$ cat config.mk
export PLATFORM = sky130hd
export DESIGN_NAME = tsu_regif
export DESIGN_NICKNAME = d
export VERILOG_FILES = /design/src/rtl/tsu_pkg.sv /design/src/rtl/tsu_timer.sv /design/src/rtl/tsu_adc_stub.sv /design/src/rtl/tsu_regfile.sv /design/src/rtl/tsu_regif.sv
export SDC_FILE = /design/constraint.sdc
export NUM_CORES = 1
export LEC_CHECK = 0
export ABC_CLOCK_PERIOD_IN_PS = 2250
export CAP_MARGIN = 20
export CORE_MARGIN = 2
export CORE_UTILIZATION = 40
export CTS_CLUSTER_DIAMETER = 30
export DETAILED_ROUTE_END_ITERATION = 10
export PLACE_DENSITY = 0.79
export RECOVER_POWER = 25
export SLEW_MARGIN = 20
export SYNTH_ARGS = -nofsm -noshare
export SYNTH_HDL_FRONTEND = slang
export SYNTH_SLANG_ARGS = --single-unit
$ cat constraint.sdc
create_clock -name clk_i -period 2.25 [get_ports clk_i]
set_input_delay 0.45 -clock clk_i [delete_from_list [all_inputs] [get_ports clk_i]]
set_output_delay 0.45 -clock clk_i [all_outputs]
set_load 0.005 [all_outputs]
$ cat src/rtl/tsu_pkg.sv
package tsu_pkg;
  localparam int DATA_W = 32;
  localparam int CODE_W = 12;
  localparam int ADDR_W = 3;
  localparam int FLAG_BIT = 31;

  typedef enum logic [ADDR_W-1:0] {
    A_MODE   = 3'd0,
    A_START  = 3'd1,
    A_RESULT = 3'd3,
    A_STATUS = 3'd4,
    A_TRIM0  = 3'd6,
    A_TRIM1  = 3'd7
  } reg_addr_e;
endpackage

$ cat src/rtl/tsu_timer.sv
module tsu_timer #(
  parameter int SETTLE_CYC = 60,
  parameter int PERIOD_CYC = 20
) (
  input  logic clk_i,
  input  logic rst_ni,
  input  logic normal_i,
  input  logic req_i,
  output logic running_o,
  output logic sample_o
);
  localparam int SW = $clog2(SETTLE_CYC + 1);
  localparam int PW = $clog2(PERIOD_CYC);
  localparam logic [SW-1:0] SETTLE_V = SW'(SETTLE_CYC);
  localparam logic [PW-1:0] LAST_V   = PW'(PERIOD_CYC - 1);

  logic [SW-1:0] cnt_q;
  logic [PW-1:0] pcnt_q;
  logic          settled;

  assign settled   = normal_i && (cnt_q == SETTLE_V);
  assign running_o = settled && req_i;
  assign sample_o  = running_o && (pcnt_q == LAST_V);

  always_ff @(posedge clk_i or negedge rst_ni) begin
    if (!rst_ni)        cnt_q <= '0;
    else if (!normal_i) cnt_q <= '0;
    else if (!settled)  cnt_q <= cnt_q + 1'b1;
  end

  always_ff @(posedge clk_i or negedge rst_ni) begin
    if (!rst_ni)                pcnt_q <= '0;
    else if (!running_o)        pcnt_q <= '0;
    else if (pcnt_q == LAST_V)  pcnt_q <= '0;
    else                        pcnt_q <= pcnt_q + 1'b1;
  end


  settle_bound_chk: assert property (@(posedge clk_i) disable iff (!rst_ni)
    cnt_q <= SETTLE_V);

  phase_start_chk: assert property (@(posedge clk_i) disable iff (!rst_ni)
    $rose(running_o) |-> pcnt_q == '0);

  stop_on_mode_chk: assert property (@(posedge clk_i) disable iff (!rst_ni)
    !normal_i |=> cnt_q == '0 || normal_i);
endmodule

$ cat src/rtl/tsu_adc_stub.sv
module tsu_adc_stub
  import tsu_pkg::*;
(
  input  logic              clk_i,
  input  logic              rst_ni,
  input  logic              sample_i,
  input  logic [CODE_W-1:0] code_i,
  output logic [CODE_W-1:0] code_o
);
  logic [CODE_W-1:0] code_q;
  assign code_o = code_q;

  always_ff @(posedge clk_i or negedge rst_ni) begin
    if (!rst_ni)       code_q <= '0;
    else if (sample_i) code_q <= code_i;
  end


  capture_only_on_tick_chk: assert property (@(posedge clk_i) disable iff (!rst_ni)
    !$stable(code_q) |-> $past(sample_i));
endmodule

$ cat src/rtl/tsu_regfile.sv
module tsu_regfile
  import tsu_pkg::*;
(
  input  logic              clk_i,
  input  logic              rst_ni,
  input  logic              wr_en_i,
  input  logic              rd_en_i,
  input  logic [ADDR_W-1:0] addr_i,
  input  logic [DATA_W-1:0] wdata_i,
  output logic [DATA_W-1:0] rdata_o,
  input  logic [CODE_W-1:0] result_i,
  input  logic              running_i,
  input  logic [CODE_W-1:0] trim_code_i [2],
  input  logic [1:0]        trim_ok_i,
  output logic              normal_o,
  output logic              req_o
);
  logic [1:0]        mode_q;
  logic              req_q;
  logic [DATA_W-1:0] rdata_q, rmux;
  logic [DATA_W-1:0] trim_word [2];

  assign normal_o = (mode_q == 2'b11);
  assign req_o    = req_q;
  assign rdata_o  = rdata_q;

  for (genvar g = 0; g < 2; g++) begin : g_trim
    always_comb begin
      trim_word[g]              = '0;
      trim_word[g][CODE_W-1:0]  = trim_code_i[g];
      trim_word[g][FLAG_BIT]    = trim_ok_i[g];
    end
  end

  always_ff @(posedge clk_i or negedge rst_ni) begin
    if (!rst_ni) begin
      mode_q <= '0;
      req_q  <= 1'b0;
    end else if (wr_en_i) begin
      if (addr_i == A_MODE) begin
        mode_q <= wdata_i[1:0];
        if (wdata_i[1:0] != 2'b11) req_q <= 1'b0;
      end else if (addr_i == A_START) begin
        req_q <= wdata_i[0] & normal_o;
      end
    end
  end

  always_comb begin
    rmux = '0;
    case (addr_i)
      A_MODE:   rmux[1:0]        = mode_q;
      A_START:  rmux[0]          = req_q;
      A_RESULT: rmux[CODE_W-1:0] = result_i;
      A_STATUS: rmux[0]          = running_i;
      A_TRIM0:  rmux             = trim_word[0];
      A_TRIM1:  rmux             = trim_word[1];
      default:  rmux             = '0;
    endcase
  end

  always_ff @(posedge clk_i or negedge rst_ni) begin
    if (!rst_ni)      rdata_q <= '0;
    else if (rd_en_i) rdata_q <= rmux;
  end


  mode_drop_clears_req_chk: assert property (@(posedge clk_i) disable iff (!rst_ni)
    (wr_en_i && addr_i == A_MODE && wdata_i[1:0] != 2'b11) |=> !req_q);

  start_needs_mode_chk: assert property (@(posedge clk_i) disable iff (!rst_ni)
    (wr_en_i && addr_i == A_START && !normal_o) |=> !req_q);

  rdata_hold_chk: assert property (@(posedge clk_i) disable iff (!rst_ni)
    !rd_en_i |=> $stable(rdata_q));
endmodule

$ cat src/rtl/tsu_regif.sv
module tsu_regif
  import tsu_pkg::*;
#(
  parameter int CLK_MHZ   = 1,
  parameter int SETTLE_US = 60,
  parameter int PERIOD_US = 20
) (
  input  logic              clk_i,
  input  logic              rst_ni,
  input  logic              wr_en_i,
  input  logic              rd_en_i,
  input  logic [ADDR_W-1:0] addr_i,
  input  logic [DATA_W-1:0] wdata_i,
  output logic [DATA_W-1:0] rdata_o,
  input  logic [CODE_W-1:0] sense_code_i,
  input  logic [CODE_W-1:0] trim0_code_i,
  input  logic              trim0_ok_i,
  input  logic [CODE_W-1:0] trim1_code_i,
  input  logic              trim1_ok_i
);
  localparam int SETTLE_CYC = CLK_MHZ * SETTLE_US;
  localparam int PERIOD_CYC = CLK_MHZ * PERIOD_US;

  logic              normal, req, running, sample;
  logic [CODE_W-1:0] result;
  logic [CODE_W-1:0] trim_code [2];

  assign trim_code[0] = trim0_code_i;
  assign trim_code[1] = trim1_code_i;

  tsu_regfile u_regs (
    .clk_i, .rst_ni, .wr_en_i, .rd_en_i, .addr_i, .wdata_i, .rdata_o,
    .result_i    (result),
    .running_i   (running),
    .trim_code_i (trim_code),
    .trim_ok_i   ({trim1_ok_i, trim0_ok_i}),
    .normal_o    (normal),
    .req_o       (req)
  );

  tsu_timer #(.SETTLE_CYC(SETTLE_CYC), .PERIOD_CYC(PERIOD_CYC)) u_timer (
    .clk_i, .rst_ni,
    .normal_i  (normal),
    .req_i     (req),
    .running_o (running),
    .sample_o  (sample)
  );

  tsu_adc_stub u_adc (
    .clk_i, .rst_ni,
    .sample_i (sample),
    .code_i   (sense_code_i),
    .code_o   (result)
  );


  unmapped_zero_chk: assert property (@(posedge clk_i) disable iff (!rst_ni)
    (rd_en_i && (addr_i == 3'd2 || addr_i == 3'd5)) |=> rdata_o == '0);
endmodule

Word-level counts from Yosys, hierarchy flattened

Cells that the tools add are included.

Register bits: 58
Input bits: 77

Add/subtract/negate cells: 2
Equal/unequal tests: 11
Mux-type cells: 11
Bitwise gates (word level): 1
Reductions and logical operators: 7

Operators with widths:

| cell                                                                  | number |
|---|---|
| 20-bit one-hot mux with 2 select lines                                | 1 |
| 10-bit one-hot mux with 3 select lines                                | 1 |
| 6-bit two-way mux                                                     | 2 |
| 5-bit two-way mux                                                     | 2 |
| 3-bit equality test, second input constant                            | 3 |
| 6-bit by 1-bit adder with 6-bit output, second input constant         | 1 |
| 6-bit equality test, second input constant                            | 1 |
| 2-bit inequality test, second input constant                          | 3 |
| 1-bit one-hot mux with 6 select lines                                 | 1 |
| 5-bit by 1-bit adder with 5-bit output, second input constant         | 1 |
| 5-bit equality test, second input constant                            | 1 |
| 1-bit one-hot mux with 4 select lines                                 | 1 |
| 3-bit by 1-bit equality test with 1-bit output, second input constant | 1 |
| 3-bit by 2-bit equality test with 1-bit output, second input constant | 1 |
| 1-bit logical AND                                                     | 3 |
| 3-bit zero test                                                       | 1 |
| 1-bit two-way mux                                                     | 3 |
| 3-bit AND reduction                                                   | 1 |
| 2-bit equality test, second input constant                            | 1 |
| 2-bit AND reduction                                                   | 1 |
| 2-bit nonzero test                                                    | 1 |
| 1-bit AND                                                             | 1 |

Logic depth before layout (Yosys ltp)

Depth after elaboration: 4
Depth in mapped cells: 6
Mapped depth without buffers: 5

Cells and area by module

A second synthesis with hierarchy kept.

Cell total of the unflattened synthesis: 201
Area total of the unflattened synthesis: 2210.9 sq um

By module, submodules not included:

| module       | instances | cells each | area an instance (sq um) | sequential area each (sq um) |
|---|---|---|---|---|
| tsu_regfile  | 1         | 117        | 1113.6                   | 400.4 |
| tsu_timer    | 1         | 59         | 613.1                    | 275.3 |
| tsu_adc_stub | 1         | 25         | 484.2                    | 300.3 |

Worst setup path after synthesis

No wires, ideal clock.

Path type: register -> register
Start: reg u_timer.cnt_q[0]
End: reg u_adc.code_q[10], in the netlist u_adc.code_o[10]
Library setup time: 0.125 ns
Arrival time: 1.526 ns
Path slack: 0.599 ns
Stages on the path, launching flop included: 7
Cell sequence: dfrtp_1 -> inv_1 -> ha_1 -> nand2_1 -> nor4_4 -> buf_6 -> mux2_2

Cells in the longest elaborated chain, start to end: 4

RTL lines:

| item                   | line               | source |
|---|---|---|
| start, declared        | tsu_timer.sv:17    | `logic [SW-1:0] cnt_q;` |
| start signal, assigned | tsu_timer.sv:28    | `else if (!settled) cnt_q <= cnt_q + 1'b1;` |
| 6-bit equality test    | tsu_timer.sv:21    | `assign settled = normal_i && (cnt_q == SETTLE_V);` |
| 1-bit logical AND      | tsu_timer.sv:21    |  |
| 1-bit logical AND      | tsu_timer.sv:22    | `assign running_o = settled && req_i;` |
| 1-bit logical AND      | tsu_timer.sv:23    | `assign sample_o = running_o && (pcnt_q == LAST_V);` |
| end signal, assigned   | tsu_adc_stub.sv:15 | `else if (sample_i) code_q <= code_i;` |
| end, declared          | tsu_adc_stub.sv:10 | `logic [CODE_W-1:0] code_q;` |

No other way between the ends.
A chain may end at the register's enable or synchronous reset.

Worst setup path in the final report

Start: in addr_i[2]
End: reg u_regs.rdata_q[10], in the netlist u_regs.rdata_o[10]

Cells in the longest elaborated chain, start to end: 2

RTL lines:

| item                                                                                         | line              | source |
|---|---|---|
| start, declared                                                                              | tsu_regif.sv:12   | `input logic [ADDR_W-1:0] addr_i,` |
| 3-bit equality test / 3-bit by 2-bit equality test with 1-bit output (equally long branches) | tsu_regfile.sv:51 | `case (addr_i)` |
| 10-bit one-hot mux with 3 select lines (*)                                                   | tsu_regfile.sv:51 |  |
| end signal, assigned                                                                         | tsu_regfile.sv:64 | `else if (rd_en_i) rdata_q <= rmux;` |
| end, declared                                                                                | tsu_regfile.sv:20 | `logic [DATA_W-1:0] rdata_q, rmux;` |

Mark *: on every way between the ends. The rest lies on a longest branch, timed or not.

==> results.md <==
- The flow ran to the end, and the final reports show no timing, DRC or antenna violations.
- The setup path with the least slack is of type primary input to flip-flop.
- The max-slew violation total from the final report came to 0.
- The leading register cell type out of synthesis is dfrtp_1.
- The clock network fraction of design power is between 30% and 40%.
- The number of I/O pins is roughly 110.
- STA puts the critical path data arrival time at ~2 ns.
- The clock transition at the register clock pins on the worst setup and hold paths after CTS is 0.08 ns.
- In the synthesized netlist the async set-or-reset flop fraction comes to 100%.
- The count of antenna-violating nets left after detailed routing is 0.
- The cell depth of the worst flop-to-flop path is 6.
- The tree is rooted in a clkbuf_8.
- Clock latency on the worst-skew pair, taken at its later pin, is roughly 0.30 ns.
- Buffers inserted to repair hold after CTS numbered 0.
- After detailed routing, the met3 layer carries approximately 220 µm of wire.
- The count of maximum capacitance violations is 0.
- The die extent in x is a little under 80 µm.
- The gate count of the mapped netlist is around 210.
- Wires add up to between 4 and 5 mm.
- TritonCTS built the clock tree.
- The core region is approximately 5200 µm².
- The count of warnings emitted by yosys is 0.
- After filler insertion, the fill cell instance count of the layout stands at 446.
- The summed instance area of the synthesized netlist is around 2200 µm².
- Relative to the synthesized area, the layout overhead comes to 32.6%.
- Clock skew on the completed layout was measured at approximately 0.0077 ns.
- The number of gates resized after CTS was 0.
- The initial antenna violation count is 0.
- In the layout the commonest cells are clkdlybuf4s50_1, dfrtp_1, mux2_2, conb_1, inv_1.
- The level count of the clock H-tree is 2.
- The worst setup path is captured at a flip-flop.
- In this run, synthesis inferred 0 flip-flops with an integrated enable.
- The via count of the first global-routing pass is 1,707.
- After routing, the total negative slack on setup checks comes to 0 ns.
- The remaining global-route overflow is 0.
- The first TritonRoute pass finished after 4 iterations.
- The proportion of total power due to net switching is a little over a quarter.
- At the end of the flow the core is filled with cells to a little under three fifths.
- The finished cells cover around 2900 µm².
- The most common library cell in the layout ignoring fill and taps is clkdlybuf4s50_1.
- The number of DRC violations after detailed-routing iteration 0 is between 100 and 150.
- The count of buffers from port buffering is slightly below 60.
- In the finished design, the share of the clock period the worst path needs comes to approximately four fifths.
- Global routing used between 10% and 20% of the available tracks.
- The count of final setup violators is 0.
- VDD sags by at most approximately 0.33 mV.
- The worst setup path startpoint is addr_i[2].
- The critical path ends at u_regs.rdata_o[10]$_DFFE_PN0P_.
- The final routed wire length divided by cell count is ~14 µm.
- Prior to clock tree synthesis, the placed netlist has a worst setup slack of 0.181 ns.
- The sequential-to-total area share from yosys stat is between 40 and 50%.
- Setup repair after global routing left no endpoint under its margin.
- The post-DP HPWL is roughly 3.7 mm.
- Summed over all cells, the static leakage comes to 1.26 nW.
- The capturing point of the worst reg2reg path is u_adc.code_o[0]$_DFFE_PN0P_.
- In this run the critical register-to-register path is launched from u_timer.cnt_q[0]$_DFFE_PN0P_.
- In this run, synthesis produced a sequential element count of 39.
- Of the total power, combinational logic draws a little under a fifth.
- The global-route wire length before repair is between 8 and 9 mm.
- The worst path meets setup with around 0.47 ns of slack.
- Overall power consumption after layout is estimated at between 1.5 and 2 mW.
- The count of standard-cell rows is 26.
- The area enclosed by the die boundary is about 6000 µm².
- Counting the buffers created by CTS gives 5.
- The highest metal layer carrying signal wires in the routed design is met4.
- The power dissipated by switching net loads is between 0.3 and 0.4 mW.
- The total placed instance area is 2820 µm².
- The largest fanout on the critical path is 9.
- In this run the deepest clock path goes through 2 buffers.
- After detailed routing, the number of vias per cell comes to a little over 5.
- A synthesized cell averages between 10 and 15 µm².
- The proportion of power drawn by flip-flops and latches is approximately half.
- The maximum number of pins on one net before global-route repair is 40.
- For this configuration, the core starts out at a cell density of a little over two fifths.
- The total number of vias is roughly 1,700.
- The height of the die is a little under 80 µm.
- The share of layout cells above drive strength 1 is approximately a fifth.
- In the routed design, unresolved DRC markers number 0.
- The nature of the critical path startpoint is a primary input.
- In the final routing, the length of wire on met1 measures about 2.3 mm.
- The CTS sink count is 39.
- Setup slack on the worst reg-to-reg path comes out at between 0.5 and 0.6 ns.
- The net count of the finished layout is 353.
- Data on the critical path is required at its endpoint by ~2.5 ns.
- The global placer's final weighted congestion is just over 0.8.
- The number of distinct library cells after synthesis is 40.
- The final antenna diode count is 0.
- In this run the tightest slew margin relative to its limit is 36.4%.
- The path type of the worst min-delay path is primary input to async pin.
- In this run the power density over the cells is around 520 nW/µm².
- For the pin with the worst max-slew slack, the measured transition is ~0.95 ns.
- The worst path in the final design needs a cycle of approximately 1.8 ns, including I/O delays and setup.
- The internal power of the cells totals between 1 and 1.5 mW.
- Based on the critical path, the design can be clocked at up to ~560 MHz.
- Once the clock tree was built, the setup fixing pass inserted 0 buffers.
- The routed wire length on met2 is between 2 and 2.5 mm.
- The count of endpoints failing hold in the final timing report is 0.
synth_stat cells, types with 2 or more instances:
cell / count / area share (%)
nor3_1: 3 / 0.68
a21oi_1: 5 / 1.1
inv_1: 15 / 2.6
dfrtp_1: 39 / 44
ha_1: 3 / 1.7
clkbuf_1: 3 / 0.51
nand4_1: 2 / 0.57
buf_2: 4 / 0.91
a31oi_1: 5 / 1.4
a22oi_1: 8 / 2.7
o22ai_1: 11 / 3.1
mux2_2: 26 / 13
nor2_1: 4 / 0.68
mux2i_1: 4 / 1.8
buf_1: 2 / 0.34
buf_4: 19 / 6.5
and3b_1: 3 / 1.2
nor2b_1: 4 / 1.1
o311a_1: 2 / 0.91
o21ai_0: 7 / 1.6
xor2_1: 3 / 1.2
or3b_2: 2 / 0.80
nand2_1: 8 / 1.4
and2_1: 2 / 0.57
nand3_1: 10 / 2.3
cells by family after synthesis:
family,after synthesis,synth area share (%)
muxes,30,15.2
xor gates and xnor gates,4,1.60
AOI/OAI and AO/OA,41,12.2
adders and majority gates,3,1.71
and+or+nand+nor,47,13.3
DFF,39,44.5
buffers and inverters,44,11.4
other,1,0.171
power groups by stage:
stage / Combinational, mW / Sequential (mW) / Clock [mW]
after floorplan: 0.140 / 0.767 / 0
after global placement: 0.269 / 0.770 / 0
after detailed placement: 0.275 / 0.772 / 0
after CTS: 0.277 / 0.758 / 0.481
after global routing: 0.302 / 0.763 / 0.504
final: 0.273 / 0.759 / 0.469
state kept, by name, summed over array words and instances (netlist names):
name and count:
u_adc.code_o 12, u_regs.mode_q 2, u_regs.rdata_o 13, u_regs.req_o 1, u_timer.cnt_q 6, u_timer.pcnt_q 5
worst min path at each step:
stage                                      from                             to  slack [ns]
floorplan                                rst_ni    u_adc.code_o[0]$_DFFE_PN0P_        0.15
global placement    u_timer.pcnt_q[0]$_DFF_PN0_    u_timer.pcnt_q[0]$_DFF_PN0_        0.46
detailed placement  u_timer.pcnt_q[0]$_DFF_PN0_    u_timer.pcnt_q[0]$_DFF_PN0_        0.46
CTS                                      rst_ni  u_regs.rdata_o[7]$_DFFE_PN0P_        0.21
global route                             rst_ni    u_timer.pcnt_q[4]$_DFF_PN0_        0.48
finish                                   rst_ni   u_timer.cnt_q[2]$_DFFE_PN0P_        0.37
layout make-up:
| class | count | area [µm²] | share of cell area [%] |
|---|---|---|---|
| multi-input combinational | 144 | 1040 | 35.6 |
| clock buffer | 5 | 68.8 | 2.37 |
| tap | 70 | 87.6 | 3.01 |
| sequential | 39 | 976 | 33.6 |
| inverter | 15 | 56.3 | 1.94 |
| timing repair buffer | 68 | 663 | 22.8 |
| clock inverter | 3 | 20.0 | 0.688 |
layer usage:
metal | vias to the layer above | global-route usage, %
met5 | - | 0
met4 | 0 | 6.84
li1 | 837 | -
met1 | 835 | 23.0
met3 | 8 | 3.33
met2 | 56 | 26.6
per-stage QoR:
| step | hold slack [ns] | cells |
|---|---|---|
| floorplan | 0.154 | 227 |
| global placement | 0.458 | 336 |
| detailed placement | 0.465 | 336 |
| CTS | 0.210 | 344 |
| global route | 0.484 | 344 |
| finish | 0.374 | 344 |
critical path, stage by stage:
cell	delay, ns
clkdlybuf4s50_1	0.54
buf_4	0.24
nor2b_1	0.43
a22oi_1	0.19
o22ai_1	0.14
No activity file was read; power rests on OpenSTA's default activity.
